File: src/rtl/bsr_pkg.sv
package bsr_pkg;
   typedef struct packed {
      logic capture;
      logic shift;
      logic update;
      logic tlr;
   } bsr_ctl_t;

   localparam int unsigned BSR_CELLS_DEF = 107;
   localparam int unsigned BSR_OE_DEF    = 47;
endpackage

File: src/rtl/bsr_cell.sv
module bsr_cell
   import bsr_pkg::*;
#(
   parameter bit PRESET_HI = 1'b0
) (
   input  logic     clk,
   input  logic     rst_n,
   input  bsr_ctl_t ctl,
   input  logic     cap_d,
   input  logic     si,
   output logic     so,
   output logic     uq
);
   // capture/shift stage: capture wins over shift
   always_ff @(posedge clk or negedge rst_n) begin
      if (!rst_n)           so <= 1'b0;
      else if (ctl.capture) so <= cap_d;
      else if (ctl.shift)   so <= si;
   end

   generate
      if (PRESET_HI) begin : g_oe_latch
         always_ff @(posedge clk or negedge rst_n) begin
            if (!rst_n)          uq <= 1'b1;
            else if (ctl.tlr)    uq <= 1'b1;
            else if (ctl.update) uq <= so;
         end
      end else begin : g_data_latch
         always_ff @(posedge clk or negedge rst_n) begin
            if (!rst_n)          uq <= 1'b0;
            else if (ctl.update) uq <= so;
         end
      end
   endgenerate
endmodule

File: src/rtl/bsr_padmux.sv
module bsr_padmux #(
   parameter int unsigned QW = 36
) (
   input  logic          extest,
   input  logic [QW-1:0] lat_q,
   input  logic          lat_oe,
   input  logic [QW-1:0] func_q,
   input  logic          func_oe,
   output logic [QW-1:0] pad_q,
   output logic          pad_oe
);
   always_comb begin
      if (extest) begin
         pad_q  = lat_q;
         pad_oe = lat_oe;
      end else begin
         pad_q  = func_q;
         pad_oe = func_oe;
      end
   end
endmodule

File: src/rtl/bsr_chain.sv
module bsr_chain
   import bsr_pkg::*;
#(
   parameter int unsigned CELLS  = BSR_CELLS_DEF,
   parameter int unsigned OE_BIT = BSR_OE_DEF,
   parameter int unsigned Q_LSB  = 0,
   parameter int unsigned QW     = 36
) (
   input  logic             tck,
   input  logic             trst_n,
   input  logic             tlr_i,
   input  logic             sel_i,
   input  logic             capture_i,
   input  logic             shift_i,
   input  logic             update_i,
   input  logic             extest_i,
   input  logic             tdi_i,
   input  logic [CELLS-1:0] cap_i,
   input  logic [QW-1:0]    func_q_i,
   input  logic             func_oe_i,
   output logic             tdo_o,
   output logic [QW-1:0]    pad_q_o,
   output logic             pad_oe_o
);
   localparam int unsigned Q_MSB = Q_LSB + QW - 1;

   generate
      if (CELLS < 2) begin : g_bad_len
         $error("bsr_chain: CELLS must be at least 2");
      end
      if (OE_BIT >= CELLS) begin : g_bad_oe
         $error("bsr_chain: OE_BIT outside the chain");
      end
      if (Q_MSB >= CELLS) begin : g_bad_q
         $error("bsr_chain: output field outside the chain");
      end
      if (OE_BIT >= Q_LSB && OE_BIT <= Q_MSB) begin : g_bad_overlap
         $error("bsr_chain: OE_BIT overlaps the output field");
      end
   endgenerate

   bsr_ctl_t         ctl;
   logic [CELLS-1:0] sh_q;
   logic [CELLS-1:0] up_q;
   logic [CELLS-1:0] ser_in;

   always_comb begin
      ctl.capture = sel_i & capture_i;
      ctl.shift   = sel_i & shift_i;
      ctl.update  = sel_i & update_i;
      ctl.tlr     = tlr_i;
   end

   assign ser_in = {tdi_i, sh_q[CELLS-1:1]};

   for (genvar k = 0; k < CELLS; k++) begin : g_cell
      bsr_cell #(
         .PRESET_HI(k == OE_BIT)
      ) u_cell (
         .clk   (tck),
         .rst_n (trst_n),
         .ctl   (ctl),
         .cap_d (cap_i[k]),
         .si    (ser_in[k]),
         .so    (sh_q[k]),
         .uq    (up_q[k])
      );
   end

   assign tdo_o = sh_q[0];

   bsr_padmux #(
      .QW(QW)
   ) u_padmux (
      .extest  (extest_i),
      .lat_q   (up_q[Q_MSB:Q_LSB]),
      .lat_oe  (up_q[OE_BIT]),
      .func_q  (func_q_i),
      .func_oe (func_oe_i),
      .pad_q   (pad_q_o),
      .pad_oe  (pad_oe_o)
   );
endmodule

File: config.mk
export PLATFORM = sky130hd
export DESIGN_NAME = bsr_chain
export DESIGN_NICKNAME = d
export VERILOG_FILES = /design/src/rtl/bsr_pkg.sv /design/src/rtl/bsr_cell.sv /design/src/rtl/bsr_padmux.sv /design/src/rtl/bsr_chain.sv
export SDC_FILE = /design/constraint.sdc
export NUM_CORES = 1
export LEC_CHECK = 0
export BUFFER_PORTS_ARGS = -buffer_cell sky130_fd_sc_hd__buf_2
export CAP_MARGIN = 5
export CORE_ASPECT_RATIO = 0.7
export CORE_MARGIN = 3
export CORE_UTILIZATION = 30
export DETAILED_ROUTE_END_ITERATION = 10
export PLACE_DENSITY_LB_ADDON = 0.2
export SETUP_SLACK_MARGIN = 0.02
export SLEW_MARGIN = 20
export SYNTH_ARGS = -nofsm -noshare
export SYNTH_HDL_FRONTEND = slang
export SYNTH_HIERARCHICAL = 1
export SYNTH_SLANG_ARGS = --single-unit
File: constraint.sdc
create_clock -name tck -period 0.9 [get_ports tck]
set_clock_uncertainty 0.05 [all_clocks]
set_input_delay 0.135 -clock tck [delete_from_list [all_inputs] [get_ports tck]]
set_output_delay 0.135 -clock tck [all_outputs]
set_load 0.005 [all_outputs]
After elaboration in Yosys (flattened, before gate mapping)

Index checks and enable logic that the tools add are counted.

Bits in registers: 144
Input port bits: 153
Output and inout bits: 38
Word-level logic and storage cells: 367

Multiplexer cells: 218
Bitwise logic cells: 3
Reductions and logical operators: 2

Operators with widths:

| kind               | number |
|---|---|
| 1-bit 2-to-1 mux   | 217 |
| 36-bit 2-to-1 mux  | 1 |
| 2-bit nonzero test | 2 |
| 1-bit bitwise AND  | 3 |

Depth between registers and ports, before layout

Gate-level depths: netlist (run 1).

Depth after elaboration: 3
Mapped depth: 3
Mapped depth without buffers: 3

By module

The synthesis (run 1) kept the hierarchy.

Modules (own cells, without submodules):

| module                          | instances | cells each | area each (um^2) | seq. area each (um^2) |
|---|---|---|---|---|
| bsr_cell (g_cell[0].u_cell ...) | 106       | 6          | 83.8             | 50.0 |
| bsr_padmux                      | 1         | 41         | 600.6            | 0.0 |
| bsr_cell (g_cell[47].u_cell)    | 1         | 7          | 85.1             | 51.3 |
| bsr_chain                       | 1         | 3          | 18.8             | 0.0 |

Worst setup path after synthesis (run 1)

No wires, ideal clock.

Path type: input -> register
From: input port sel_i
To: register g_cell[0].u_cell.uq
Setup time: 84 ps
Arrival: 4573 ps
Required time: 766 ps
Setup slack: -3806 ps
Cell stages on the path: 2
Path buffers: 0
Cell sequence: and2_1 mux2_4

Longest elaborated chain between the ends: 1

Ends and longest elaborated chain:

| element              | line            | source |
|---|---|---|
| start, declared      | bsr_chain.sv:12 | `input logic sel_i,` |
| 1-bit bitwise AND    | bsr_chain.sv:50 | `ctl.update = sel_i & update_i;` |
| end signal, assigned | bsr_cell.sv:31  | `else if (ctl.update) uq <= so;` |
| end, declared        | bsr_cell.sv:12  | `output logic uq` |

Every way passes these cells.
A chain may end at the register's enable or synchronous reset.

Worst setup path after layout (run 1)

From: register g_cell[29].u_cell.uq
To: output port pad_q_o[29]

Longest elaborated chain between the ends: 1

Ends and longest elaborated chain:

| element                | line             | source |
|---|---|---|
| start, declared        | bsr_cell.sv:12   |  |
| start signal, assigned | bsr_cell.sv:31   |  |
| 36-bit 2-to-1 mux      | bsr_padmux.sv:13 | `if (extest) begin` |
| end, declared          | bsr_chain.sv:22  | `output logic [QW-1:0] pad_q_o,` |

Every way passes these cells.

==> results of run 1 <==
-- worst max-delay path: cells and delay by family, from the launching register on --
| family | cells | cell delay, ns |
|---|---|---|
| buf+inv | 1 | 0.12 |
| mux | 1 | 0.28 |
| flops | 1 | 0.43 |
-- report_power, final --
| group | internal, uW | switching, uW | leakage (uW) | total [uW] |
|---|---|---|---|---|
| sequential | 7710 | 879 | 0.00178 | 8590 |
| combinational | 3600 | 1750 | 0.00313 | 5350 |
| clock | 4690 | 2670 | 0.000300 | 7360 |
| total | 16000 | 5300 | 0.00521 | 21300 |
-- state kept, by name, indices dropped and copies added, names as in the netlist --
register	flops
g_cell.u_cell/so	107
g_cell.u_cell/uq	37
-- repair_timing --
item                                    in CTS  in global routing
buffers inserted                            25                 14
pin swaps                                    0                  0
endpoints found under the hold margin      252                  0
resized for setup                           37                 32
hold buffers                               110                  0
endpoints found under the setup margin      41                 67
-- routing by layer --
metal / share of wire, % / track usage [%]
met1: 51 / 22.0
met2: 43 / 23.0
met3: 5.1 / 3.86
met4: 0.89 / 3.97
met5: 0.071 / 0
-- placed cells by master (no fill, tap or decap), types with 2 or more instances in the layout --
master         count
clkinv_4           2
buf_6             63
dlygate4sd3_1    110
bufinv_16          4
and2_4             3
mux2_4            72
o21ai_1          107
buf_2            153
dfrtp_1          143
mux2i_1          107
buf_12            21
nand2_1          107
clkbuf_1           2
clkinv_2           3
clkbuf_16         17
buf_4             45
-- worst max path at each step --
stage                         startpoint              endpoint  depth (start not counted)
finish              g_cell[29].u_cell/uq           pad_q_o[29]                          2
global placement                   sel_i  g_cell[31].u_cell/so                          6
global route        g_cell[30].u_cell/uq           pad_q_o[30]                          2
detailed placement                 sel_i  g_cell[83].u_cell/so                          6
CTS                 g_cell[32].u_cell/uq           pad_q_o[32]                          2
floorplan                          sel_i   g_cell[0].u_cell/so                          3
-- through the flow --
step / power (uW) / hold slack, ns / area, um2 / setup WS, ns
detailed placement: 12500 / -0.0248 / 8750 / -0.330
global placement: 12500 / -0.0241 / 8750 / -0.306
global route: 22500 / 0.0949 / 11000 / -0.570
floorplan: 10800 / -0.211 / 6800 / -0.917
CTS: 21100 / 0.0905 / 10800 / -0.544
finish: 21300 / 0.0995 / 11000 / -0.518
-- layout make-up --
cell class              instances  area share [%]
multi-input cells             399            28.5
well taps                     282            3.19
flip-flops and latches        144            32.6
repair buffers                392            30.2
clock inverters                10            1.46
clock buffers                  20            4.04
==> results.md, run 1 <==
- Status: complete, but fails checks
- Failing checks: negative setup slack
- Slowest stage delay, CP: approximately 0.43 ns
- Worst r2r dst: g_cell[33].u_cell/uq
- Placed cell count: about 1,100
- R2r worst-path depth: 4
- Remaining DRCs: 0
- GP Congestion: between 0.7 and 0.8
- Buffers on Ports: 190
- Critical Path Sink Type: primary output
- Layout area overhead: 62.7%
- Initial DRT Pass Iterations: 4
- Core area: 22,000 um2
- Clk Latency, worst-skew pair: approximately 0.41 ns
- Synthesized cell area: roughly 6800 um2
- Mapped Cells: about 550
- TritonCTS clock tree: yes
- Clk sinks: between 100 and 150
- Period utilisation layout: 158%
- Final non-filler cell total: 1,247
- Fill count: approximately 2,000
- Power density cells: a little under 2000 nW/um2
- Synth Net Count: 700
- CP Data Arrival Time: approximately 1.2 ns
- Max-slew violations: 0
- Final Setup Violations: approximately 70
- Slowest-stage cell, CP: dfrtp_1
- CP Class: reg2out
- Initial antenna violation count: 1
- Clk buf depth: 2
- Clk Tree Root Cell: clkbuf_16
- CP max FO: 2
- CTS buffer count: 17
- Reg2Reg Launch Point: g_cell[33].u_cell/uq
- Syn_area_per_cell: between 10 and 15 um2
- Least-Margin Pin Slew: 0.289 ns
- Flop-to-flop setup slack: -0.26 ns
- Max_slew headroom: roughly four fifths
- Max cap viols: 0
- Nets: about 1,100
- DP HPWL: between 10,000 and 15,000 um
- Routed len/inst: ~15 um
- Ant diodes: 0
- Tmin final: 1.42 ns
- Final Util: between 50% and 60%
- Critical path startpoint category: register
- First-pass GRT wire length: approximately 30,000 um
- Reg clk slew, reported paths: ~0.06 ns
- Die width: 186 um
- Routed via count: between 5,000 and 6,000
- Yosys Warn Count: 6
- Peak VDD IR: between 1 and 1.5 mV
- H-tree levels: 4
- DIE HEIGHT: 132 um
- Post-Route WL: between 15,000 and 20,000 um
- Fmax: approximately 710 MHz
- Row Count: 45
- CP Cell Sequence: mux2_4 -> buf_6
- RSZ-0062 raised after global routing: true
- Multi-input gate area: 3140 um2
- Setup TNS: -19.31 ns
- Sequential cell area: 3600 um2
- Post-route setup slack: -0.518 ns
- Min-Delay Path Class: in2async
- Die ar.: approximately 24,000 um2
- Total GRT Usage: between 10% and 20%
- Critical Path RT: ~0.71 ns
- Initial DRC count: ~200
- Vias in the first global route: around 5,900
- Starting density of the core: about 30%
- DRT antenna net count: 0
- Largest net degree at the start of global routing: 34
- Leak pwr: 0.00521 uW
- Gr ovfl total: 0
- # IOs: about 190
- Final hold violation count: 0
- Vias per cell: ~4.4
- Share of layout cells above drive strength 1: approximately 40%
Power figures use the tool's default switching activity.
==> run 2, diff against run 1 <==
CORE_ASPECT_RATIO = 1.5   (was 0.7)
==> results.md, run 2 (same netlist as run 1, synthesis figures left out) <==
- Sequential cell area: 3600 um2 (unchanged)
- Peak VDD IR: 1.13 mV (+5.7%)
- Commonest non-fill, non-tap cells in the layout: 152 x buf_2, 143 x dfrtp_1, 110 x dlygate4sd3_1
- CP endpoint: pad_q_o[3]
- Initial DRT Pass Iterations: 4 (unchanged)
- DIE HEIGHT: 190 um (+44%)
- Placed cell count: 1,043 (-3.0%)
- Reg clk slew, reported paths: 0.06 ns (about the same)
- Starting density of the core: 30.9% (about the same)
- Gr ovfl total: 0 (unchanged)
- Worst r2r dst: g_cell[32].u_cell/uq
- Place WS: -0.317 ns (+0.0128 ns)
- Post-route setup slack: -0.476 ns (+0.0421 ns)
- Max_slew headroom: 78.5% (-2.2 points)
- Reg2Reg Launch Point: g_cell[32].u_cell/uq
- Worst Setup SP: g_cell[3].u_cell/uq
- Nets: 1,084 (-2.1%)
- RSZ-0062 raised after global routing: true
- Fill count: 1,960 (-1.8%)
- Least-Margin Pin Slew: 0.323 ns (+0.0333 ns)
- Most common cell after layout, fill and taps aside: buf_2
- Clk Tree Root Cell: clkbuf_16
- Leak pwr: 0.00506 uW (-3.0%)
- Critical Path Sink Type: primary output
- Power density cells: 1920 nW/um2 (-0.37%)
- Final hold violation count: 0 (unchanged)
- Total GRT Usage: 14.1% (-1.2 points)
- Fmax: 727 MHz (+3.1%)
- Placed cell area: 8490 um2 (-2.9%)
- Critical path startpoint category: register
- DP HPWL: 11,500 um (-8.6%)
- CP Data Arrival Time: 1.19 ns (-0.04 ns)
- CP max FO: 2 (unchanged)
- Largest registers: g_cell.u_cell/so: 107 flops, g_cell.u_cell/uq: 37 flops
- TritonCTS clock tree: yes
- Setup TNS: -18.15 ns (+1.16 ns)
- Share of layout cells above drive strength 1: 38.7% (-1.5 points)
- GP Congestion: 0.707 (-1.3%)
- Largest net degree at the start of global routing: 61 (+79%)
- Largest register by flop count: g_cell.u_cell/so
- Clk sinks: 144 (unchanged)
- # IOs: 191 (unchanged)
- Ant diodes: 0 (unchanged)
- Die width: 129 um (-31%)
- Max cap viols: 0 (unchanged)
- Final non-filler cell total: 1,214 (-2.6%)
- Min-Delay Path Class: in2async
- Critical Path RT: 0.71 ns (about the same)
- Multi-input gate area: 3150 um2 (about the same)
- Remaining DRCs: 0 (unchanged)
- First-pass GRT wire length: 27,800 um (-6.8%)
- Row Count: 66 (+47%)
- Final Setup Violations: 70 (+1.4%)
- Clk buf depth: 2 (unchanged)
- Die ar.: 24,500 um2 (about the same)
- CP Class: reg2out
- Layout area overhead: 58.2%
- Post-Route WL: 17,200 um (-6.2%)
- Tmin final: 1.38 ns (-0.0421 ns)
- Initial DRC count: 181 (-10%)
- Max-slew violations: 0 (unchanged)
- Clk Latency, worst-skew pair: 0.41 ns (about the same)
- Final Util: 48.9% (-1.4 points)
- Failing checks: negative setup slack
- Finished Cell Area: 10,700 um2 (-2.8%)
- Routed via count: 5,431 (-2.0%)
- Vias in the first global route: 5,685 (-3.3%)
- DRT antenna net count: 0 (unchanged)
- Vias per cell: 4.47 (+0.62%)
- Flop-to-flop setup slack: -0.06 ns (+0.20 ns)
- Initial antenna violation count: 0 (-1)
- Period utilisation layout: 153% (-4.7 points)
- CTS buffer count: 17 (unchanged)
- Buffers on Ports: 190 (unchanged)
- H-tree levels: 4 (unchanged)
- Max FFs per register: 107 (unchanged)
- Status: complete, but fails checks
- R2r worst-path depth: 2 (-2)
- Routed len/inst: 14.2 um (-3.7%)
- Core area: 22,000 um2 (about the same)
[run 2: metal layers]
| layer | GRT usage (%) | wire length, um | up-vias |
|---|---|---|---|
| li1 | - | - | 2727 |
| met1 | 17.0 | 7250 | 2578 |
| met2 | 25.3 | 9180 | 111 |
| met3 | 2.69 | 561 | 15 |
| met4 | 4.24 | 219 | 0 |
| met5 | 0 | 0 | - |
[run 2: cell type report]
cell class              instances  share of cell area [%]
flip-flops and latches        144                    33.6
clock buffers                  18                    4.00
multi-input cells             399                    29.3
clock inverters                12                    1.35
repair buffers                369                    28.6
well taps                     272                    3.17
[run 2: timing repair]
item | CTS | global route
pin swaps | 0 | 1
gates resized for setup | 35 | 30
endpoints found under the setup margin | 40 | 66
hold endpoints to repair | 252 | 0
hold buffers | 110 | 0
cloned | 0 | 0
buffers inserted | 27 | 12
[run 2: metrics by stage]
stage	total power (uW)	hold WS [ns]
after floorplan	10800	-0.211
after global placement	12300	0.0543
after detailed placement	12300	0.0537
after CTS	20500	0.170
after global routing	21800	0.186
final	20600	0.183
[run 2: worst min-delay path by stage]
stage | cells past startpoint | start | endpoint | slack [ns]
5_1_grt | 3 | trst_n | g_cell[24].u_cell/uq | 0.19
4_1_cts | 3 | trst_n | g_cell[24].u_cell/uq | 0.17
3_3_place_gp | 2 | trst_n | g_cell[24].u_cell/uq | 0.05
2_1_floorplan | 0 | trst_n | g_cell[0].u_cell/so | -0.21
3_5_place_dp | 2 | trst_n | g_cell[24].u_cell/uq | 0.05
6_report | 3 | trst_n | g_cell[24].u_cell/uq | 0.18
[run 2: worst max-delay path: stages (launching register included)]
cell and delay (ns):
dfrtp_1 0.40, mux2_4 0.27, buf_6 0.12
[run 2: report_power, final]
group          internal (uW)  leakage (uW)  switching, uW  total, uW
clock                   4300      0.000285           2660       6960
sequential              7710       0.00178            826       8540
combinational           3450       0.00299           1670       5120
